==> src/rtl/cmpwm_pkg.sv <==
package cmpwm_pkg;

    localparam int ADDR_W   = 3;
    localparam int SEL_W    = 3;
    localparam int NUM_CH   = 2;

    localparam logic [ADDR_W-1:0] ADR_CMD   = 3'd0;
    localparam logic [ADDR_W-1:0] ADR_SEL   = 3'd1;
    localparam logic [ADDR_W-1:0] ADR_ACT_A = 3'd2;
    localparam logic [ADDR_W-1:0] ADR_ACT_B = 3'd3;
    localparam logic [ADDR_W-1:0] ADR_CMP_A = 3'd4;
    localparam logic [ADDR_W-1:0] ADR_CMP_B = 3'd5;
    localparam logic [ADDR_W-1:0] ADR_PER   = 3'd6;

    localparam int CMD_TRIG = 0;
    localparam int CMD_EN   = 1;
    localparam int CMD_DIS  = 2;

    localparam int ACT_BITS = 6;

    typedef enum logic [1:0] {
        ACT_NONE = 2'd0,
        ACT_SET  = 2'd1,
        ACT_CLR  = 2'd2
    } act_e;

    // packed layout: trg = [5:4], per = [3:2], own = [1:0]
    typedef struct packed {
        act_e trg;
        act_e per;
        act_e own;
    } out_act_t;

    function automatic logic act_live(input act_e a);
        return (a == ACT_SET) || (a == ACT_CLR);
    endfunction

    function automatic logic act_apply(input act_e a, input logic cur);
        case (a)
            ACT_SET: return 1'b1;
            ACT_CLR: return 1'b0;
            default: return cur;
        endcase
    endfunction

endpackage

==> src/rtl/cmpwm_tickgen.sv <==
module cmpwm_tickgen
    import cmpwm_pkg::*;
#(
    parameter int NUM_TAPS = 4
) (
    input  logic             clk,
    input  logic             rst,
    input  logic [SEL_W-1:0] sel,
    input  logic             slow_tick,
    output logic             tick
);
    localparam int PW = 2 * NUM_TAPS - 1;

    logic [PW-1:0]       presc;
    logic [NUM_TAPS-1:0] tap_hit;

    always_ff @(posedge clk) begin
        if (rst) presc <= '0;
        else     presc <= presc + 1'b1;
    end

    for (genvar k = 0; k < NUM_TAPS; k++) begin : g_tap
        assign tap_hit[k] = &presc[2*k:0];
    end

    always_comb begin
        tick = 1'b0;
        for (int k = 0; k < NUM_TAPS; k++) begin
            if (sel == SEL_W'(k)) tick = tap_hit[k];
        end
        if (sel == SEL_W'(NUM_TAPS)) tick = slow_tick;
    end

endmodule

==> src/rtl/cmpwm_counter.sv <==
module cmpwm_counter #(
    parameter int CNT_W = 16
) (
    input  logic             clk,
    input  logic             rst,
    input  logic             tick_en,
    input  logic             restart,
    input  logic [CNT_W-1:0] per,
    output logic [CNT_W-1:0] cnt
);
    always_ff @(posedge clk) begin
        if (rst)          cnt <= '0;
        else if (restart) cnt <= '0;
        else if (tick_en) cnt <= (cnt == per) ? '0 : cnt + 1'b1;
    end
endmodule

==> src/rtl/cmpwm_outch.sv <==
module cmpwm_outch
    import cmpwm_pkg::*;
#(
    parameter int CNT_W = 16
) (
    input  logic             clk,
    input  logic             rst,
    input  logic             tick_en,
    input  logic             restart,
    input  logic [CNT_W-1:0] cnt,
    input  logic [CNT_W-1:0] cmp,
    input  logic [CNT_W-1:0] per,
    input  out_act_t         act,
    output logic             lvl
);
    logic per_hit;
    logic own_hit;

    assign per_hit = (cnt == per);
    assign own_hit = (cnt == cmp);

    always_ff @(posedge clk) begin
        if (rst) begin
            lvl <= 1'b0;
        end else if (restart) begin
            lvl <= act_apply(act.trg, lvl);
        end else if (tick_en) begin
            if (per_hit && act_live(act.per)) lvl <= act_apply(act.per, lvl);
            else if (own_hit)                 lvl <= act_apply(act.own, lvl);
        end
    end
endmodule

==> src/rtl/cmpwm_timer.sv <==
module cmpwm_timer
    import cmpwm_pkg::*;
#(
    parameter int CNT_W    = 16,
    parameter int NUM_TAPS = 4
) (
    input  logic              clk,
    input  logic              rst,
    input  logic              wr_en,
    input  logic [ADDR_W-1:0] wr_addr,
    input  logic [CNT_W-1:0]  wr_data,
    input  logic              slow_tick,
    output logic              pwm_a,
    output logic              pwm_b
);
    logic [SEL_W-1:0] sel_q;
    out_act_t         act_q [NUM_CH];
    logic [CNT_W-1:0] cmp_q [NUM_CH];
    logic [CNT_W-1:0] per_q;
    logic             clk_on;
    logic             cmd_wr;
    logic             trig_w;
    logic             tick_raw;
    logic             tick_en;
    logic [CNT_W-1:0] cnt;
    logic [NUM_CH-1:0] lvl;

    assign cmd_wr  = wr_en && (wr_addr == ADR_CMD);
    assign trig_w  = cmd_wr && wr_data[CMD_TRIG];
    assign tick_en = tick_raw && clk_on;

    always_ff @(posedge clk) begin
        if (rst) begin
            sel_q  <= '0;
            per_q  <= '0;
            clk_on <= 1'b0;
            for (int i = 0; i < NUM_CH; i++) begin
                act_q[i] <= '{trg: ACT_NONE, per: ACT_NONE, own: ACT_NONE};
                cmp_q[i] <= '0;
            end
        end else if (wr_en) begin
            case (wr_addr)
                ADR_CMD: begin
                    if (wr_data[CMD_DIS])     clk_on <= 1'b0;
                    else if (wr_data[CMD_EN]) clk_on <= 1'b1;
                end
                ADR_SEL:   sel_q    <= wr_data[SEL_W-1:0];
                ADR_ACT_A: act_q[0] <= out_act_t'(wr_data[ACT_BITS-1:0]);
                ADR_ACT_B: act_q[1] <= out_act_t'(wr_data[ACT_BITS-1:0]);
                ADR_CMP_A: cmp_q[0] <= wr_data;
                ADR_CMP_B: cmp_q[1] <= wr_data;
                ADR_PER:   per_q    <= wr_data;
                default: ;
            endcase
        end
    end

    cmpwm_tickgen #(.NUM_TAPS(NUM_TAPS)) u_tick (
        .clk       (clk),
        .rst       (rst),
        .sel       (sel_q),
        .slow_tick (slow_tick),
        .tick      (tick_raw)
    );

    cmpwm_counter #(.CNT_W(CNT_W)) u_cnt (
        .clk     (clk),
        .rst     (rst),
        .tick_en (tick_en),
        .restart (trig_w),
        .per     (per_q),
        .cnt     (cnt)
    );

    for (genvar c = 0; c < NUM_CH; c++) begin : g_ch
        cmpwm_outch #(.CNT_W(CNT_W)) u_out (
            .clk     (clk),
            .rst     (rst),
            .tick_en (tick_en),
            .restart (trig_w),
            .cnt     (cnt),
            .cmp     (cmp_q[c]),
            .per     (per_q),
            .act     (act_q[c]),
            .lvl     (lvl[c])
        );
    end

    assign pwm_a = lvl[0];
    assign pwm_b = lvl[1];

endmodule

==> config.mk <==
export PLATFORM = sky130hd
export DESIGN_NAME = cmpwm_timer
export DESIGN_NICKNAME = d
export VERILOG_FILES = /design/src/rtl/cmpwm_pkg.sv /design/src/rtl/cmpwm_tickgen.sv /design/src/rtl/cmpwm_counter.sv /design/src/rtl/cmpwm_outch.sv /design/src/rtl/cmpwm_timer.sv
export SDC_FILE = /design/constraint.sdc
export NUM_CORES = 1
export LEC_CHECK = 0
export BUFFER_PORTS_ARGS = -buffer_cell sky130_fd_sc_hd__buf_2
export CAP_MARGIN = 20
export CORE_ASPECT_RATIO = 1.75
export CORE_MARGIN = 1.5
export CORE_UTILIZATION = 50
export CTS_BUF_LIST = sky130_fd_sc_hd__clkbuf_2
export DETAILED_ROUTE_END_ITERATION = 10
export MAX_ROUTING_LAYER = met4
export PLACE_DENSITY = 0.75
export SETUP_SLACK_MARGIN = 0.02
export SLEW_MARGIN = 20
export SYNTH_ARGS = -nofsm -noshare
export SYNTH_HDL_FRONTEND = slang
export SYNTH_SLANG_ARGS = --single-unit
==> constraint.sdc <==
create_clock -name clk -period 2.35 [get_ports clk]
set_clock_uncertainty 0.15 [all_clocks]
set_input_delay 0.1175 -clock clk [delete_from_list [all_inputs] [get_ports clk]]
set_output_delay 0.1175 -clock clk [all_outputs]
set_load 0.03 [all_outputs]
; Word-level counts from Yosys, hierarchy flattened
; Memories as Yosys holds them, arrays and structs flattened.
; Index checks and enable logic that the tools add are counted.
[totals]
ff_bits = 45
ram_bits = 44
input_bits = 23
out_inout_bits = 2
elab_cells = 112
n_memories = 2
[classes]
addsub = 2
eq_ne = 29
n_mux = 44
n_bitwise = 4
reduce_logical = 24
[mem_list]
columns = memory, depth, word_bits, rd, rd_clocked_by_memory_dff, wr, line
row1 = cmp_q, 2, 16, 2, 0, 2, cmpwm_timer.sv:18  ; logic [CNT_W-1:0] cmp_q [NUM_CH];
row2 = act_q, 2, 6, 2, 0, 2, cmpwm_timer.sv:17  ; out_act_t act_q [NUM_CH];
[op_table]
columns = cell, n
row1 = $eq A16 B16 Y1, 3
row2 = $mux W16, 3
row3 = $mux W1, 33
row4 = $add A16 B1 Y16 const B, 1
row5 = $reduce_and A5 Y1, 3
row6 = $eq A2 B1 Y1 const B, 6
row7 = $eq A2 B2 Y1 const B, 6
row8 = $eq A3 B2 Y1 const B, 4
row9 = $eq A3 B3 Y1 const B, 4
row10 = $mux W6, 2
row11 = $pmux W1 S2, 6
row12 = $reduce_bool A4 Y1, 2
row13 = $add A7 B1 Y7 const B, 1
row14 = $reduce_and A7 Y1, 1
row15 = $eq A3 B1 Y1 const B, 2
row16 = $logic_not A3 Y1, 2
row17 = $reduce_and A3 Y1, 2
row18 = $reduce_bool A3 Y1, 2
row19 = $logic_and A1 B1 Y1, 5
row20 = $ne A4 B1 Y1 const B, 1
row21 = $ne A4 B2 Y1 const B, 1
row22 = $or A1 B1 Y1, 4
row23 = $reduce_and A2 Y1, 2
row24 = $reduce_bool A2 Y1, 2
row25 = 4 further kinds, 5

; Longest topological paths before layout
[logic_depth]
depth_word = 9
mapped_depth = 10
ltp_nobuf = 9

; Cells and area by module
; A second synthesis with hierarchy kept.
[unflattened]
cells_unflattened = 420
hier_area_um2 = 4473.0
[modules_own_cells]
columns = mod, instances, cells_each, area_each_um2, seq_area_each_um2
row1 = cmpwm_timer, 1, 165, 2262.2, 1721.7
row2 = cmpwm_outch, 2, 61, 514.2, 20.0
row3 = cmpwm_counter, 1, 98, 858.3, 320.3
row4 = cmpwm_tickgen, 1, 35, 324.1, 140.1

; Least setup slack after synthesis
; No wires, ideal clock.
[synth_timing]
path_type = flip-flop to flip-flop
start = reg u_tick.presc[0]
end = reg g_ch[1].u_out.lvl
setup_time_ns = 0.129
t_arrival_ns = 2.059
required_ns = 2.071
setup_slack_ns = 0.013
path_stages_with_launch = 10
n_path_buf = 0
period_less_slack_ns = 2.337
path_cell_list = dfxtp_1 > ha_1 > and3_2 > ha_1 > a21oi_1 > o221ai_1 > o211ai_1 > or4_1 > a21oi_1 > a311oi_1
[synth_via]
elab_chain_len = 8
elab_cells_between_ends = 11
cone_classes = mux (5) / reduce/logical (6)
[synth_rtl]
columns = item, line
row1 = from (decl), cmpwm_tickgen.sv:14  ; logic [PW-1:0] presc;
row2 = from (signal assigned), cmpwm_tickgen.sv:19  ; else presc <= presc + 1'b1;
row3 = $reduce_and A3 Y1 / $mux W1 (equally long branches), "cmpwm_tickgen.sv:23, cmpwm_tickgen.sv:29"
row4 = $mux W1 (2 in a row), cmpwm_tickgen.sv:29  ; if (sel == SEL_W'(k)) tick = tap_hit[k];
row5 = $mux W1 (*), cmpwm_tickgen.sv:29
row6 = $mux W1 (*), cmpwm_tickgen.sv:31  ; if (sel == SEL_W'(NUM_TAPS)) tick = slow_tick;
row7 = $logic_and A1 B1 Y1 (*), cmpwm_timer.sv:30  ; assign tick_en = tick_raw && clk_on;
row8 = $reduce_bool A2 Y1 (no line) (*), n/a
row9 = $reduce_and A5 Y1 (no line) (*), n/a
row10 = to (signal assigned), cmpwm_outch.sv:26  ; lvl <= act_apply(act.trg, lvl);
row11 = to (signal assigned), cmpwm_outch.sv:28  ; if (per_hit && act_live(act.per)) lvl <= act_apply(act.per, lvl);
row12 = to (signal assigned), cmpwm_outch.sv:29  ; else if (own_hit) lvl <= act_apply(act.own, lvl);
row13 = to (decl), cmpwm_outch.sv:14  ; output logic lvl
; Every way passes the cells marked *; elsewhere a longest branch is shown, timed or not.
; A chain may end at the register's enable or synchronous reset.

; Final worst setup path
[layout_timing]
start = reg u_cnt.cnt[15]
end = reg g_ch[1].u_out.lvl
[layout_via]
elab_chain_len = 5
elab_cells_between_ends = 10
cone_classes = eq/ne (3) / mux (3) / reduce/logical (4)
[layout_rtl]
columns = item, line
row1 = from (decl), cmpwm_counter.sv:9  ; output logic [CNT_W-1:0] cnt
row2 = from (signal assigned), cmpwm_counter.sv:14  ; else if (tick_en) cnt <= (cnt == per) ? '0 : cnt + 1'b1;
row3 = "parallel branches: the longest is 5 deep, another holds $eq A16 B16 Y1", n/a
; Several ways; the timed one is not identified. The select of a mux whose other input is x is not followed.

==> impl_metrics.py <==
metrics = {
    "place": {
        "postPlaceCellArea_sq_um": 4560,
        "dp_hpwl_um": 6980,
        "numPlacedInstances": 522,
        "placement.io_buffers": 24,
        "place_congestion": 0.904,
    },
    "floorplanning": {
        "core_area_sq_um": 8260,
        "placement_rows": 44,
        "dieArea_sq_um": 9080,
        "floorplan.die.width_um": 72.7,
        "ios": 25,
        "dieHeight_um": 125,
        "starting_density_pct": 51.4,
    },
    "global_route": {
        "grt_usage_pct": 24.5,
        "vias_in_the_first_global_route": 3257,
        "grt_first_pass_wirelength_um": 16000,
        "initial_antenna_violation_count": 0,
        "grt_start_max_net_pins": 29,
        "overflow": 0,
    },
    "yosys": {
        "synth_cell_types": 50,
        "synth.cell_area_sq_um": 4250,
        "synthMostInstantiatedCell": "sky130_fd_sc_hd__xor2_1",
        "synth-edff-count": 44,
        "synth_largest_type_area_fraction_pct": 31.1,
        "synth.top_cells.by_area": "sky130_fd_sc_hd__edfxtp_1, sky130_fd_sc_hd__dfxtp_1, sky130_fd_sc_hd__xor2_1",
        "synth_top_area_cell": "sky130_fd_sc_hd__edfxtp_1",
        "synth_fp_nets": 435,
        "syn-instance-count": 403,
        "synth.yosys.seq_area_share_pct": 52.3,
        "ys_async_sr_fraction_pct": 0,
        "synth_common_cells": "sky130_fd_sc_hd__xor2_1, sky130_fd_sc_hd__nand2_1, sky130_fd_sc_hd__dfxtp_1, sky130_fd_sc_hd__edfxtp_1, sky130_fd_sc_hd__a21oi_1",
        "synth.ff_latch_count": 89,
        "postSynthAreaPerCell_sq_um": 10.5,
        "synthFlopType": "sky130_fd_sc_hd__dfxtp_1",
        "yosys_warnings": 0,
    },
    "drt": {
        "drt-pass1-iter-count": 4,
        "routed_wire_length_per_instance_um": 17.0,
        "route.detailed.drc": 0,
        "post_drt_via_cell_ratio": 5.42,
        "antenna_violating_nets_post_route": 0,
        "drtIter0Drc": 185,
        "totalWireLength_um": 9780,
        "total_number_of_vias": 3113,
    },
    "min_path": {
        "timing.hold.worst_path_depth": 7,
        "min-delay-path-class": "input pin to register",
    },
    "layout": {
        "num-nets-final": 509,
        "layoutNonFillerInstCount": 574,
        "n_antenna_cell": 0,
        "design_area_sq_um": 5020,
        "synthToLayoutAreaGrowth_pct": 18.3,
        "drive_above_1_share_pct": 17.8,
        "n_fill_cell": 677,
        "utilization_pct": 60.8,
    },
    "sta": {
        "max_clock_freq_mhz": 444,
        "finalMaxSlewViolations": 0,
        "layout_min_cycle_time_ns": 2.25,
        "post-route-period-util_pct": 95.8,
        "grt_setup_unrepaired": "false",
        "worst_slew_margin_rel_pct": 48.1,
        "tightest_slew_ns": 0.776,
        "finalHoldViolCount": 0,
        "finalSetupViolCount": 0,
        "whs_ns": 0.156,
    },
    "clocking": {
        "clock-root-buffer": "sky130_fd_sc_hd__clkbuf_2",
        "clkSlewWorstSetupHoldPaths_ns": 0.23,
        "cts-buffers-inserted": 9,
        "worst_skew_pair.late_latency_ns": 0.56,
        "clock_path_buffers": 2,
        "cts_max_level": 3,
        "tritoncts": "done",
        "cts.sink_count": 89,
    },
    "setup_path": {
        "cp_data_arrival_time_ns": 2.53,
        "setup.worst_path.start_class": "register",
        "crit_path_max_fanout": 4,
        "worstPathRequired_ns": 2.63,
        "end_kind": "register",
        "worstRegToRegCells": 7,
        "timing_worst_setup_path_type": "register to register",
    },
    "power_and_ir_drop": {
        "power_density_nw_per_um2": 523,
        "irDropWorstVdd_mv": 0.387,
        "total_leakage_power_uw": 0.00216,
        "power.total_uw": 2630,
    },
    "run_status": {
        "status": "finished clean",
    },
    "job": {
        "drv_cap": 0,
    },
}
==> registers in the layout (all words and copies together), names as in the netlist <==
register and cells:
g_ch.u_out.lvl 2, per_q 16, act_q 12, cmp_q 32, clk_on 1, u_cnt.cnt 16, u_tick.presc 7, sel_q 3
==> where the power goes <==
| part | switching (uW) | total [uW] | leakage (uW) | internal [uW] |
|---|---|---|---|---|
| Clock | 487 | 633 | 0.0000610 | 146 |
| Sequential | 34.2 | 1730 | 0.000790 | 1700 |
| Combinational | 143 | 264 | 0.00131 | 121 |
==> critical path, cell delays in order (launching register included) <==
cell and delay (ns):
sky130_fd_sc_hd__dfxtp_1 0.50, sky130_fd_sc_hd__xor2_1 0.11, sky130_fd_sc_hd__nor4_1 0.30, sky130_fd_sc_hd__buf_4 0.18, sky130_fd_sc_hd__nand4_1 0.15, sky130_fd_sc_hd__or4_1 0.53, sky130_fd_sc_hd__a21oi_2 0.17, sky130_fd_sc_hd__a311oi_1 0.06
==> area by class of cell <==
class / count / area [sq um] / share of cell area [%]
clock buffers: 12 / 60.1 / 1.20
clock inverters: 4 / 21.3 / 0.423
inverters: 10 / 37.5 / 0.747
multi-input cells: 280 / 1880 / 37.4
flip-flops and latches: 89 / 2230 / 44.3
well taps: 92 / 115 / 2.29
repair buffers: 87 / 688 / 13.7
==> final timing paths <==
| path | startpoint | slack (ns) | to |
|---|---|---|---|
| worst max-delay path | u_cnt.cnt[15] | 0.1 | g_ch[1].u_out.lvl |
| worst min-delay path | slow_tick | 0.16 | u_cnt.cnt[14] |
| worst max register to register | u_cnt.cnt[15] | 0.1 | g_ch[1].u_out.lvl |
| worst min register to register | per_q[4] | 0.33 | per_q[4] |
==> through the flow <==
stage,worst slack [ns],TNS [ns]
global route,0.0369,0
floorplan,0.0311,0
global placement,-0.0200,-0.0200
finish,0.0984,0
detailed placement,-0.0841,-0.160
CTS,0.0323,0
==> cell families after synthesis <==
family,count (synthesis),share of synthesized area (%)
compound gates,48,7.19
buf+inv,34,4.21
mux,5,1.18
simple gates,157,19.8
fa+ha+maj,10,2.89
flops,89,52.3
xor+xnor,60,12.4
==> routing by layer <==
metal	GRT usage (%)	wire (um)	part of all wire, %
met1	26.0	3610	37
met2	43.3	5650	58
met3	4.21	245	2.5
met4	10.3	269	2.8
met5	-	0	0
==> cell usage in the layout (no fill, tap or decap), types with 2 or more instances in the layout <==
master	n
sky130_fd_sc_hd__nor3_1	4
sky130_fd_sc_hd__o21ai_1	2
sky130_fd_sc_hd__inv_1	10
sky130_fd_sc_hd__a21oi_2	3
sky130_fd_sc_hd__o211ai_1	2
sky130_fd_sc_hd__and4_1	3
sky130_fd_sc_hd__o31ai_1	2
sky130_fd_sc_hd__a21oi_1	23
sky130_fd_sc_hd__edfxtp_1	44
sky130_fd_sc_hd__clkbuf_2	12
sky130_fd_sc_hd__xnor2_1	4
sky130_fd_sc_hd__clkinv_1	2
sky130_fd_sc_hd__ha_1	8
sky130_fd_sc_hd__and3_1	5
sky130_fd_sc_hd__nor2_1	24
sky130_fd_sc_hd__buf_4	29
sky130_fd_sc_hd__nor2b_1	6
sky130_fd_sc_hd__nand2_1	47
sky130_fd_sc_hd__or3_1	4
sky130_fd_sc_hd__xor2_1	56
sky130_fd_sc_hd__nand3_1	7
sky130_fd_sc_hd__dfxtp_1	42
sky130_fd_sc_hd__buf_2	24
sky130_fd_sc_hd__nand2b_1	5
sky130_fd_sc_hd__o21ai_0	6
sky130_fd_sc_hd__nor4_1	11
sky130_fd_sc_hd__nand4_1	7
sky130_fd_sc_hd__and2_1	23
sky130_fd_sc_hd__mux2i_1	5
sky130_fd_sc_hd__dfxtp_2	3
sky130_fd_sc_hd__dlygate4sd3_1	33
==> timing repair <==
item	CTS	global route
hold endpoints to repair	89	0
pin swaps	4	4
gates resized for setup	4	5
setup buffers	0	3
endpoints found under the setup margin	7	9
hold buffers	33	0
Power figures use the tool's default switching activity.
